--- src/rtl/bmdma_pkg.sv ---
// Shared layout constants for the bus-master DMA register front end.
// Assumes a little-endian byte image of eight bytes per channel.
package bmdma_pkg;
    localparam int CMD_LANE  = 0;
    localparam int STAT_LANE = 2;
    localparam int BASE_LANE = 4;

    localparam int CMD_GO  = 0;
    localparam int CMD_DIR = 3;
    localparam logic [7:0] CMD_KEEP = 8'h09;

    localparam int ST_ACT = 0;
    localparam int ST_ERR = 1;
    localparam int ST_INT = 2;
endpackage

--- src/rtl/bmdma_lane_dec.sv ---
// Byte-lane decoder: turns (offset, size, data) into per-lane write enables
// and a lane-aligned write image. It also extracts read data from the
// register image. Assumes size is 1, 2 or 4 and BUS_BYTES is a power of two.
module bmdma_lane_dec #(
    parameter int BUS_BYTES = 4,
    parameter int MAP_BYTES = 8,
    parameter int OFF_W     = 3,
    parameter int SZ_W      = 3
) (
    input  logic                   wr,
    input  logic [OFF_W-1:0]       off,
    input  logic [SZ_W-1:0]        size,
    input  logic [8*BUS_BYTES-1:0] wdata,
    input  logic [8*MAP_BYTES-1:0] img,
    output logic [MAP_BYTES-1:0]   be,
    output logic [8*MAP_BYTES-1:0] wimg,
    output logic [8*BUS_BYTES-1:0] rdata
);
    localparam int BUS_W = 8 * BUS_BYTES;
    localparam int MAP_W = 8 * MAP_BYTES;

    logic [MAP_W-1:0] shifted;

    // Place write data at its byte offset within the map image.
    assign wimg    = {{(MAP_W-BUS_W){1'b0}}, wdata} << {off, 3'b000};
    // Bring the addressed byte down to lane 0 for reading.
    assign shifted = img >> {off, 3'b000};

    for (genvar i = 0; i < MAP_BYTES; i++) begin : g_be
        // Lane i is written when it falls within [off, off+size).
        assign be[i] = wr && (int'(off) <= i) && (i < int'(off) + int'(size));
    end

    for (genvar j = 0; j < BUS_BYTES; j++) begin : g_rd
        // Read lanes at or above the access size return zero.
        assign rdata[8*j +: 8] = (j < int'(size)) ? shifted[8*j +: 8] : 8'h00;
    end
endmodule

--- src/rtl/bmdma_cmd_ctl.sv ---
// Command byte and start-edge control. Stores the masked command byte and
// detects start-bit transitions. Registers one-cycle strobes for table
// reload, kick and cancel. Assumes act_i is the registered active flag.
module bmdma_cmd_ctl
    import bmdma_pkg::*;
(
    input  logic       clk,
    input  logic       rst_n,
    input  logic       we,
    input  logic [7:0] wbyte,
    input  logic       act_i,
    output logic [7:0] cmd_q,
    output logic       go_rise,
    output logic       go_fall,
    output logic       load_q,
    output logic       kick_q,
    output logic       cancel_q
);
    // Decode a change of the start bit on this write.
    always_comb begin
        go_rise = we &&  wbyte[CMD_GO] && !cmd_q[CMD_GO];
        go_fall = we && !wbyte[CMD_GO] &&  cmd_q[CMD_GO];
    end

    // Hold the command byte and emit the walker strobes.
    always_ff @(posedge clk) begin
        if (!rst_n) begin
            cmd_q    <= '0;
            load_q   <= 1'b0;
            kick_q   <= 1'b0;
            cancel_q <= act_i;
        end else begin
            if (we) begin
                cmd_q <= wbyte & CMD_KEEP;
            end
            load_q   <= go_rise;
            kick_q   <= go_rise && !act_i;
            cancel_q <= go_fall;
        end
    end
endmodule

--- src/rtl/bmdma_status.sv ---
// Status byte: active flag driven by start edges and transfer completion.
// Error and interrupt flags are sticky and cleared by writing ones.
// Assumes a set event wins over a clear in the same cycle.
module bmdma_status
    import bmdma_pkg::*;
(
    input  logic       clk,
    input  logic       rst_n,
    input  logic       go_rise,
    input  logic       go_fall,
    input  logic       done,
    input  logic       more,
    input  logic       err,
    input  logic       irq,
    input  logic       we,
    input  logic [7:0] wbyte,
    output logic [7:0] stat_q
);
    logic act_q, err_q, int_q, irq_prev;
    logic irq_up;

    // Detect a rising edge of the drive interrupt.
    assign irq_up = irq && !irq_prev;

    // Update the three status flags and the edge history.
    always_ff @(posedge clk) begin
        if (!rst_n) begin
            act_q    <= 1'b0;
            err_q    <= 1'b0;
            int_q    <= 1'b0;
            irq_prev <= 1'b0;
        end else begin
            if (go_fall) begin
                act_q <= 1'b0;
            end else if (go_rise) begin
                act_q <= 1'b1;
            end else if (done) begin
                act_q <= more;
            end
            err_q    <= err    || (err_q && !(we && wbyte[ST_ERR]));
            int_q    <= irq_up || (int_q && !(we && wbyte[ST_INT]));
            irq_prev <= irq;
        end
    end

    // Assemble the status byte; unused bits read zero.
    always_comb begin
        stat_q         = '0;
        stat_q[ST_ACT] = act_q;
        stat_q[ST_ERR] = err_q;
        stat_q[ST_INT] = int_q;
    end
endmodule

--- src/rtl/bmdma_base_reg.sv ---
// Descriptor table base pointer with byte-lane merge. The two low
// bits are held at zero so the pointer stays dword aligned.
module bmdma_base_reg #(
    parameter int MAP_BYTES  = 8,
    parameter int FIRST_LANE = 4,
    parameter int ADDR_BYTES = 4
) (
    input  logic                    clk,
    input  logic                    rst_n,
    input  logic [MAP_BYTES-1:0]    be,
    input  logic [8*MAP_BYTES-1:0]  wimg,
    output logic [8*ADDR_BYTES-1:0] base_q
);
    for (genvar k = 0; k < ADDR_BYTES; k++) begin : g_byte
        localparam logic [7:0] KEEP = (k == 0) ? 8'hFC : 8'hFF;
        // Merge one byte of the pointer when its lane is written.
        always_ff @(posedge clk) begin
            if (!rst_n) begin
                base_q[8*k +: 8] <= 8'h00;
            end else if (be[FIRST_LANE + k]) begin
                base_q[8*k +: 8] <= wimg[8*(FIRST_LANE + k) +: 8] & KEEP;
            end
        end
    end
endmodule

--- src/rtl/bmdma_regs.sv ---
// Top of the bus-master DMA register front end. Decodes byte-lane accesses
// into command, status and base pointer. Forwards the drive interrupt and
// drives the walker strobes. Assumes one access per cycle, reads combinational.
module bmdma_regs
    import bmdma_pkg::*;
#(
    parameter int BUS_BYTES  = 4,
    parameter int ADDR_BYTES = 4,
    localparam int MAP_BYTES = BASE_LANE + ADDR_BYTES,
    localparam int OFF_W     = $clog2(MAP_BYTES),
    localparam int SZ_W      = $clog2(BUS_BYTES) + 1
) (
    input  logic                    clk,
    input  logic                    rst_n,
    input  logic                    reg_wr,
    input  logic [OFF_W-1:0]        reg_off,
    input  logic [SZ_W-1:0]         reg_size,
    input  logic [8*BUS_BYTES-1:0]  reg_wdata,
    output logic [8*BUS_BYTES-1:0]  reg_rdata,
    input  logic                    drv_irq,
    output logic                    host_irq,
    input  logic                    xfer_done,
    input  logic                    xfer_more,
    input  logic                    xfer_err,
    output logic                    dma_dir,
    output logic [8*ADDR_BYTES-1:0] tbl_base,
    output logic                    tbl_load,
    output logic                    xfer_kick,
    output logic                    xfer_cancel
);
    logic [MAP_BYTES-1:0]   be;
    logic [8*MAP_BYTES-1:0] wimg, img;
    logic [7:0] cmd_q, stat_q, cmd_wbyte, stat_wbyte;
    logic       cmd_we, stat_we, go_rise, go_fall;
    logic [8*ADDR_BYTES-1:0] base_q;

    bmdma_lane_dec #(
        .BUS_BYTES(BUS_BYTES), .MAP_BYTES(MAP_BYTES), .OFF_W(OFF_W), .SZ_W(SZ_W)
    ) u_dec (
        .wr(reg_wr), .off(reg_off), .size(reg_size), .wdata(reg_wdata),
        .img(img), .be(be), .wimg(wimg), .rdata(reg_rdata)
    );

    // Pick out the lanes that belong to command and status.
    always_comb begin
        cmd_we     = be[CMD_LANE];
        cmd_wbyte  = wimg[8*CMD_LANE +: 8];
        stat_we    = be[STAT_LANE];
        stat_wbyte = wimg[8*STAT_LANE +: 8];
    end

    bmdma_cmd_ctl u_cmd (
        .clk(clk), .rst_n(rst_n), .we(cmd_we), .wbyte(cmd_wbyte),
        .act_i(stat_q[ST_ACT]), .cmd_q(cmd_q), .go_rise(go_rise),
        .go_fall(go_fall), .load_q(tbl_load), .kick_q(xfer_kick),
        .cancel_q(xfer_cancel)
    );

    bmdma_status u_stat (
        .clk(clk), .rst_n(rst_n), .go_rise(go_rise), .go_fall(go_fall),
        .done(xfer_done), .more(xfer_more), .err(xfer_err), .irq(drv_irq),
        .we(stat_we), .wbyte(stat_wbyte), .stat_q(stat_q)
    );

    bmdma_base_reg #(
        .MAP_BYTES(MAP_BYTES), .FIRST_LANE(BASE_LANE), .ADDR_BYTES(ADDR_BYTES)
    ) u_base (
        .clk(clk), .rst_n(rst_n), .be(be), .wimg(wimg), .base_q(base_q)
    );

    // Build the readable register image; unmapped bytes are zero.
    always_comb begin
        img = '0;
        img[8*CMD_LANE  +: 8]            = cmd_q;
        img[8*STAT_LANE +: 8]            = stat_q;
        img[8*BASE_LANE +: 8*ADDR_BYTES] = base_q;
    end

    // Drive the walker-facing and host-facing outputs.
    always_comb begin
        host_irq = drv_irq;
        dma_dir  = cmd_q[CMD_DIR];
        tbl_base = base_q;
    end
endmodule

--- config.mk ---
export PLATFORM = sky130hd
export DESIGN_NAME = bmdma_regs
export DESIGN_NICKNAME = d
export VERILOG_FILES = /design/src/rtl/bmdma_pkg.sv /design/src/rtl/bmdma_lane_dec.sv /design/src/rtl/bmdma_cmd_ctl.sv /design/src/rtl/bmdma_status.sv /design/src/rtl/bmdma_base_reg.sv /design/src/rtl/bmdma_regs.sv
export SDC_FILE = /design/constraint.sdc
export NUM_CORES = 1
export LEC_CHECK = 0
export ABC_AREA = 1
export CELL_PAD_IN_SITES_DETAIL_PLACEMENT = 1
export CELL_PAD_IN_SITES_GLOBAL_PLACEMENT = 1
export CORE_MARGIN = 5
export CORE_UTILIZATION = 31
export DETAILED_ROUTE_END_ITERATION = 10
export GPL_ROUTABILITY_DRIVEN = 0
export PLACE_DENSITY_LB_ADDON = 0.1
export SLEW_MARGIN = 40
export SYNTH_ARGS = -nofsm -noshare
export SYNTH_HDL_FRONTEND = slang
export SYNTH_SLANG_ARGS = --single-unit
--- constraint.sdc ---
create_clock -name clk -period 2.73 [get_ports clk]
set_input_delay 0.546 -clock clk [delete_from_list [all_inputs] [get_ports clk]]
set_output_delay 0.546 -clock clk [all_outputs]
set_load 0.1 [all_outputs]
After elaboration in Yosys (flattened, before gate mapping)

Index checks and enable logic that the tools add are counted.

Input port bits: 45
Bits in registers: 39
Output and inout port bits: 69

Bitwise logic cells: 1
Shifts and indexed selects: 2
Magnitude comparators: 15
Muxes and demuxes: 7
Add/sub/neg operators: 1
Reductions and logical operators: 31

Operators with widths:

| cell                  | count |
|---|---|
| $lt A4 B32 Y1 const A | 4 |
| $shl A32 B6 Y64       | 1 |
| $shr A64 B6 Y32       | 1 |
| $lt A1 B32 Y1 const A | 1 |
| $lt A3 B32 Y1 const A | 1 |
| $mux W8               | 4 |
| $logic_and A1 B1 Y1   | 21 |
| $le A3 B3 Y1 const B  | 3 |
| $logic_not A1 Y1      | 6 |
| $lt A1 B3 Y1 const A  | 2 |
| $lt A2 B3 Y1 const A  | 2 |
| $add A3 B3 Y4         | 1 |
| $le A3 B1 Y1 const B  | 1 |
| $le A3 B2 Y1 const B  | 1 |
| $mux W1               | 3 |
| $logic_or A1 B1 Y1    | 2 |
| $reduce_bool A2 Y1    | 1 |
| $reduce_or A2 Y1      | 1 |
| $not A1 Y1            | 1 |

Depth between registers and ports, before layout

Word-level depth: 7
Mapped depth: 12
Mapped depth without buffers: 11

By module

From an unflattened synthesis, not the netlist that was laid out.

Cells, all modules: 942
Area total of the unflattened synthesis: 4869.7 µm²

Modules (own cells, without submodules):

| module         | times used | cells an instance | area each (µm²) |
|---|---|---|---|
| bmdma_lane_dec | 1          | 686               | 3085.5 |
| bmdma_base_reg | 1          | 193               | 1311.3 |
| bmdma_cmd_ctl  | 1          | 30                | 234.0 |
| bmdma_status   | 1          | 31                | 227.7 |
| bmdma_regs     | 1          | 2                 | 11.3 |

Worst setup path after synthesis

Ideal clock, no wire load.

Path type: reg2out
Start point: reg u_base.base_q[10]
End point: out reg_rdata[10]
Slack: -0.780 ns
Buffers on the path: 0
Stages on the path, launching flop included: 5
Arrival time: 2.964 ns
Cell sequence: dfxtp_1 -> inv_1 -> o21ai_0 -> nand2_1 -> a41oi_1

Word-level cells in the longest chain between the ends: 2

Ends and longest elaborated chain:

| element                          | RTL line             | text |
|---|---|---|
| start: declaration               | bmdma_base_reg.sv:12 | `output logic [8*ADDR_BYTES-1:0] base_q` |
| start signal: indexed assignment | bmdma_base_reg.sv:21 | `base_q[8*k +: 8] <= wimg[8*(FIRST_LANE + k) +: 8] & KEEP;` |
| $shr A64 B6 Y32                  | bmdma_lane_dec.sv:27 | `assign shifted = img >> {off, 3'b000};` |
| $mux W8                          | bmdma_lane_dec.sv:36 | `assign rdata[8*j +: 8] = (j < int'(size)) ? shifted[8*j +: 8] : 8'h00;` |
| end: declaration                 | bmdma_regs.sv:19     | `output logic [8*BUS_BYTES-1:0] reg_rdata,` |

Every way passes these cells.

Worst setup path after layout

Start point: in reg_size[2]
End point: out reg_rdata[1]

Word-level cells in the longest chain between the ends: 2

Ends and longest elaborated chain:

| element            | RTL line             | text |
|---|---|---|
| start: declaration | bmdma_regs.sv:17     | `input logic [SZ_W-1:0] reg_size,` |
| $lt A1 B3 Y1       | bmdma_lane_dec.sv:36 |  |
| $mux W8            | bmdma_lane_dec.sv:36 |  |

Every way passes these cells.

==> flow_summary.ini <==
[sta]
fin_ws_ns = 0.0959
report.final.hold_viol_count = 0
fmax_mhz = 380
final-setup-viol-count = 0
timing.clock.skew_ns = 0.00112
post-route-period-util = 0.965
slew_headroom = 0.670
worst_pin_slew_ns = 0.492
fin_crit_ns = 2.63
rsz0062_at_grt = false
slew_violations = 0

[finish]
finish.cell_count_without_fillers = 858
leading_cell_type_in_the_layout_fill_and_taps_excluded = nand2_1
antennaDiodeCount = 0
nets_final = 766
area_growth_syn_to_layout_pct = 66.1
layout.core_utilization = 0.524
layout_common_cells = nand2_1 (165), nor2_1 (77), buf_4 (76)
drive_gt1_frac = 0.255

[routing]
final_antenna_net_count = 0
detail_route.wl_per_cell_um = 19.1
routed_wirelength_um = 16400
top_layer_used = met4
m1WireLength_um = 7280
drc = 0
wl_met3_um = 796
met2_length_um = 8120
dr.pass1.iters = 5
vias_per_cell = 5.22
drt_first_iter_violations = 237
route.vias.total = 4478

[power_and_ir_drop]
power-per-cell-area_nw_per_um2 = 456
power.combinational.fraction = 0.538
switching_power_mw = 1.27
clock_power_share = 0.203
leakage_power_nw = 2.39
swShare = 0.491
ir_worst_vdd_mv = 0.232
cell_internal_pwr_mw = 1.31
sequentialPowerShare = 0.259

[placement]
dp_hpwl_um = 12600
placement.setup.worst_slack_ns = -0.139
place.port_buffers = 111
dp_cells = 842

[clock_network]
cts_buffer_depth = 2
clock-root-buffer = clkbuf_8
clock_tree_from_tritoncts = yes
worstSkewPairLatency_ns = 0.30
htreeDepth = 2
clk_transition_reported_paths_ns = 0.09
numClockSinks = 39
cts-buffers-inserted = 5
hold_buffers = 0

[critical_path]
rr_endpoint = u_base.base_q[2]$_SDFFE_PN0P_
worstReg2RegStart = u_base.base_q[2]$_SDFFE_PN0P_
setup.worst_path.end_class = primary output
critPathArrivalTime_ns = 2.09
worst-path-buf-inv = 4
timing.critical_path.cells = clkdlybuf4s50_1 > nor2_1 > nand2_1 > clkinvlp_4 > buf_12 > a31oi_4 > buf_12
worst_path_max_delay_cell = clkdlybuf4s50_1
worst-r2r-setup-slack_ns = 1.88
crit_path_leading_delay_family = buffers and inverters
timing.critical_path.from_type = input pin
worst-setup-path-type = in2out
timing.critical_path.slowest_cell_delay_ns = 0.57
required_ns = 2.18
timing.critical_path.mode_cell = buf_12
reg2reg_depth = 3
cp_max_fo = 5

[global_routing]
antenna_found_initial = 0
grt_first_pass_wirelength_um = 25400
vias_in_the_first_global_route = 4707
grt_util_all_layers = 0.246
maximum_number_of_pins_on_one_net_before_global_route_repair = 80
grt_overflow_total = 0

[synth]
synth-seq-area-share = 0.229
postSynthAreaPerCell_um2 = 5.86
area_contributors_post_synth = dfxtp_1 (23%), nand2_1 (18%), nor2_1 (9.8%)
postSynth.asyncResetShare = 0
yosys_warnings = 0
postSynthRegisterBits = 39
yosys.cell_types.count = 41
synthDominantCellAreaShare = 0.229
syn-cell-area_um2 = 3410
post_synth_edffs = 0
synth.largest_area_cell = dfxtp_1
predominant_post_synthesis_flop_cell = dfxtp_1
postSynthCellCount = 581

[floorplan]
rows = 38
boundaryPins = 114
core-area_um2 = 10800
fp.dieArea_um2 = 13200
die_w_um = 115
floorplan.initialDensity = 0.316
floorplan.die.height_um = 115

[min_path]
worstHoldEndpoint = u_stat.int_q$_SDFF_PN0_
timing.hold.worst.class = reg2reg
worstHoldPathCells = 1
hp-start = u_stat.irq_prev$_SDFF_PN0_

[flow_run]
cap_violations = 0

[outcome]
status = completed
-- flip-flops by register name, summed over array words and instances (netlist names) --
name             cells
u_cmd.kick_q         1
u_base.base_q       30
u_stat.irq_prev      1
u_stat.err_q         1
u_cmd.cancel_q       1
u_stat.act_q         1
u_cmd.load_q         1
u_stat.int_q         1
u_cmd.cmd_q          2
-- final cells by class --
type,instances,area [um2]
repair buffers,163,1850
inverters,67,272
fillers,1390,5130
well taps,140,175
flip-flops and latches,39,781
clock buffers,5,68.8
clock inverters,3,43.8
multi-input cells,440,2470
repair inverters,1,7.51
-- routing by layer --
layer / global-route usage / vias to the layer above
met1: 0.327 / 2160
li1: - / 2167
met4: 0.0548 / 0
met2: 0.431 / 137
met3: 0.0226 / 14
met5: 0 / -
-- cells by family (layout without fill, tap and decap cells) --
kind of cell / after synthesis / after routing / synth area share
compound gates: 139 / 139 / 0.248
fa+ha+maj: 4 / 4 / 0.0169
buf+inv: 103 / 239 / 0.140
flops: 39 / 39 / 0.229
mux: 8 / 8 / 0.0235
other cells: 1 / 2 / 0.00110
simple gates: 287 / 287 / 0.341
-- worst reg2reg max path: stages, from the launching register on --
cell	delay [ns]
dfxtp_1	0.41
inv_1	0.08
a21oi_1	0.16
o21a_1	0.15
-- worst max-delay path by stage --
stage                                               from                        endpoint  depth (start not counted)
after CTS                                     reg_off[2]                   reg_rdata[10]                          7
after global placement                       reg_size[0]  u_base.base_q[20]$_SDFFE_PN0P_                         11
after floorplan           u_base.base_q[10]$_SDFFE_PN0P_                   reg_rdata[10]                          4
after global routing                         reg_size[2]                    reg_rdata[1]                          7
after detailed placement                     reg_size[0]  u_base.base_q[20]$_SDFFE_PN0P_                         11
final                                        reg_size[2]                    reg_rdata[1]                          7
-- metrics by stage --
step | total power, mW | setup TNS [ns] | hold slack (ns) | area, um2
floorplan | 1.58 | -0.104 | 0.408 | 3680
global placement | 2.01 | -0.170 | 0.415 | 5410
detailed placement | 2.04 | -0.771 | 0.439 | 5410
CTS | 2.58 | -0.00287 | 0.453 | 5580
global route | 2.69 | 0 | 0.464 | 5660
finish | 2.58 | 0 | 0.451 | 5660
-- repair_timing --
action / CTS / global route
gates cloned: 1 / 0
setup buffers: 1 / 6
endpoints found under the setup margin: 13 / 22
pin swaps: 1 / 2
resized for setup: 10 / 8
-- cell usage after synthesis, types with 3 or more instances --
cell type / count
a21oi_1: 27
a221oi_1: 9
a31oi_1: 3
buf_2: 20
buf_4: 7
buf_6: 4
clkbuf_1: 5
dfxtp_1: 39
ha_1: 3
inv_1: 60
inv_4: 3
mux2i_1: 8
nand2_1: 165
nand3_1: 18
nor2_1: 89
nor3_1: 3
o21a_1: 7
o21ai_0: 51
o21ai_1: 5
o221ai_1: 11
o22ai_1: 19
-- power groups by stage --
| stage | combinational [mW] | clock (mW) | sequential [mW] |
|---|---|---|---|
| final | 1.39 | 0.523 | 0.668 |
| after global placement | 1.34 | 0 | 0.678 |
| after CTS | 1.37 | 0.536 | 0.668 |
| after detailed placement | 1.36 | 0 | 0.681 |
| after global routing | 1.46 | 0.559 | 0.675 |
| after floorplan | 0.593 | 0 | 0.984 |
Power figures use the tool's default switching activity.
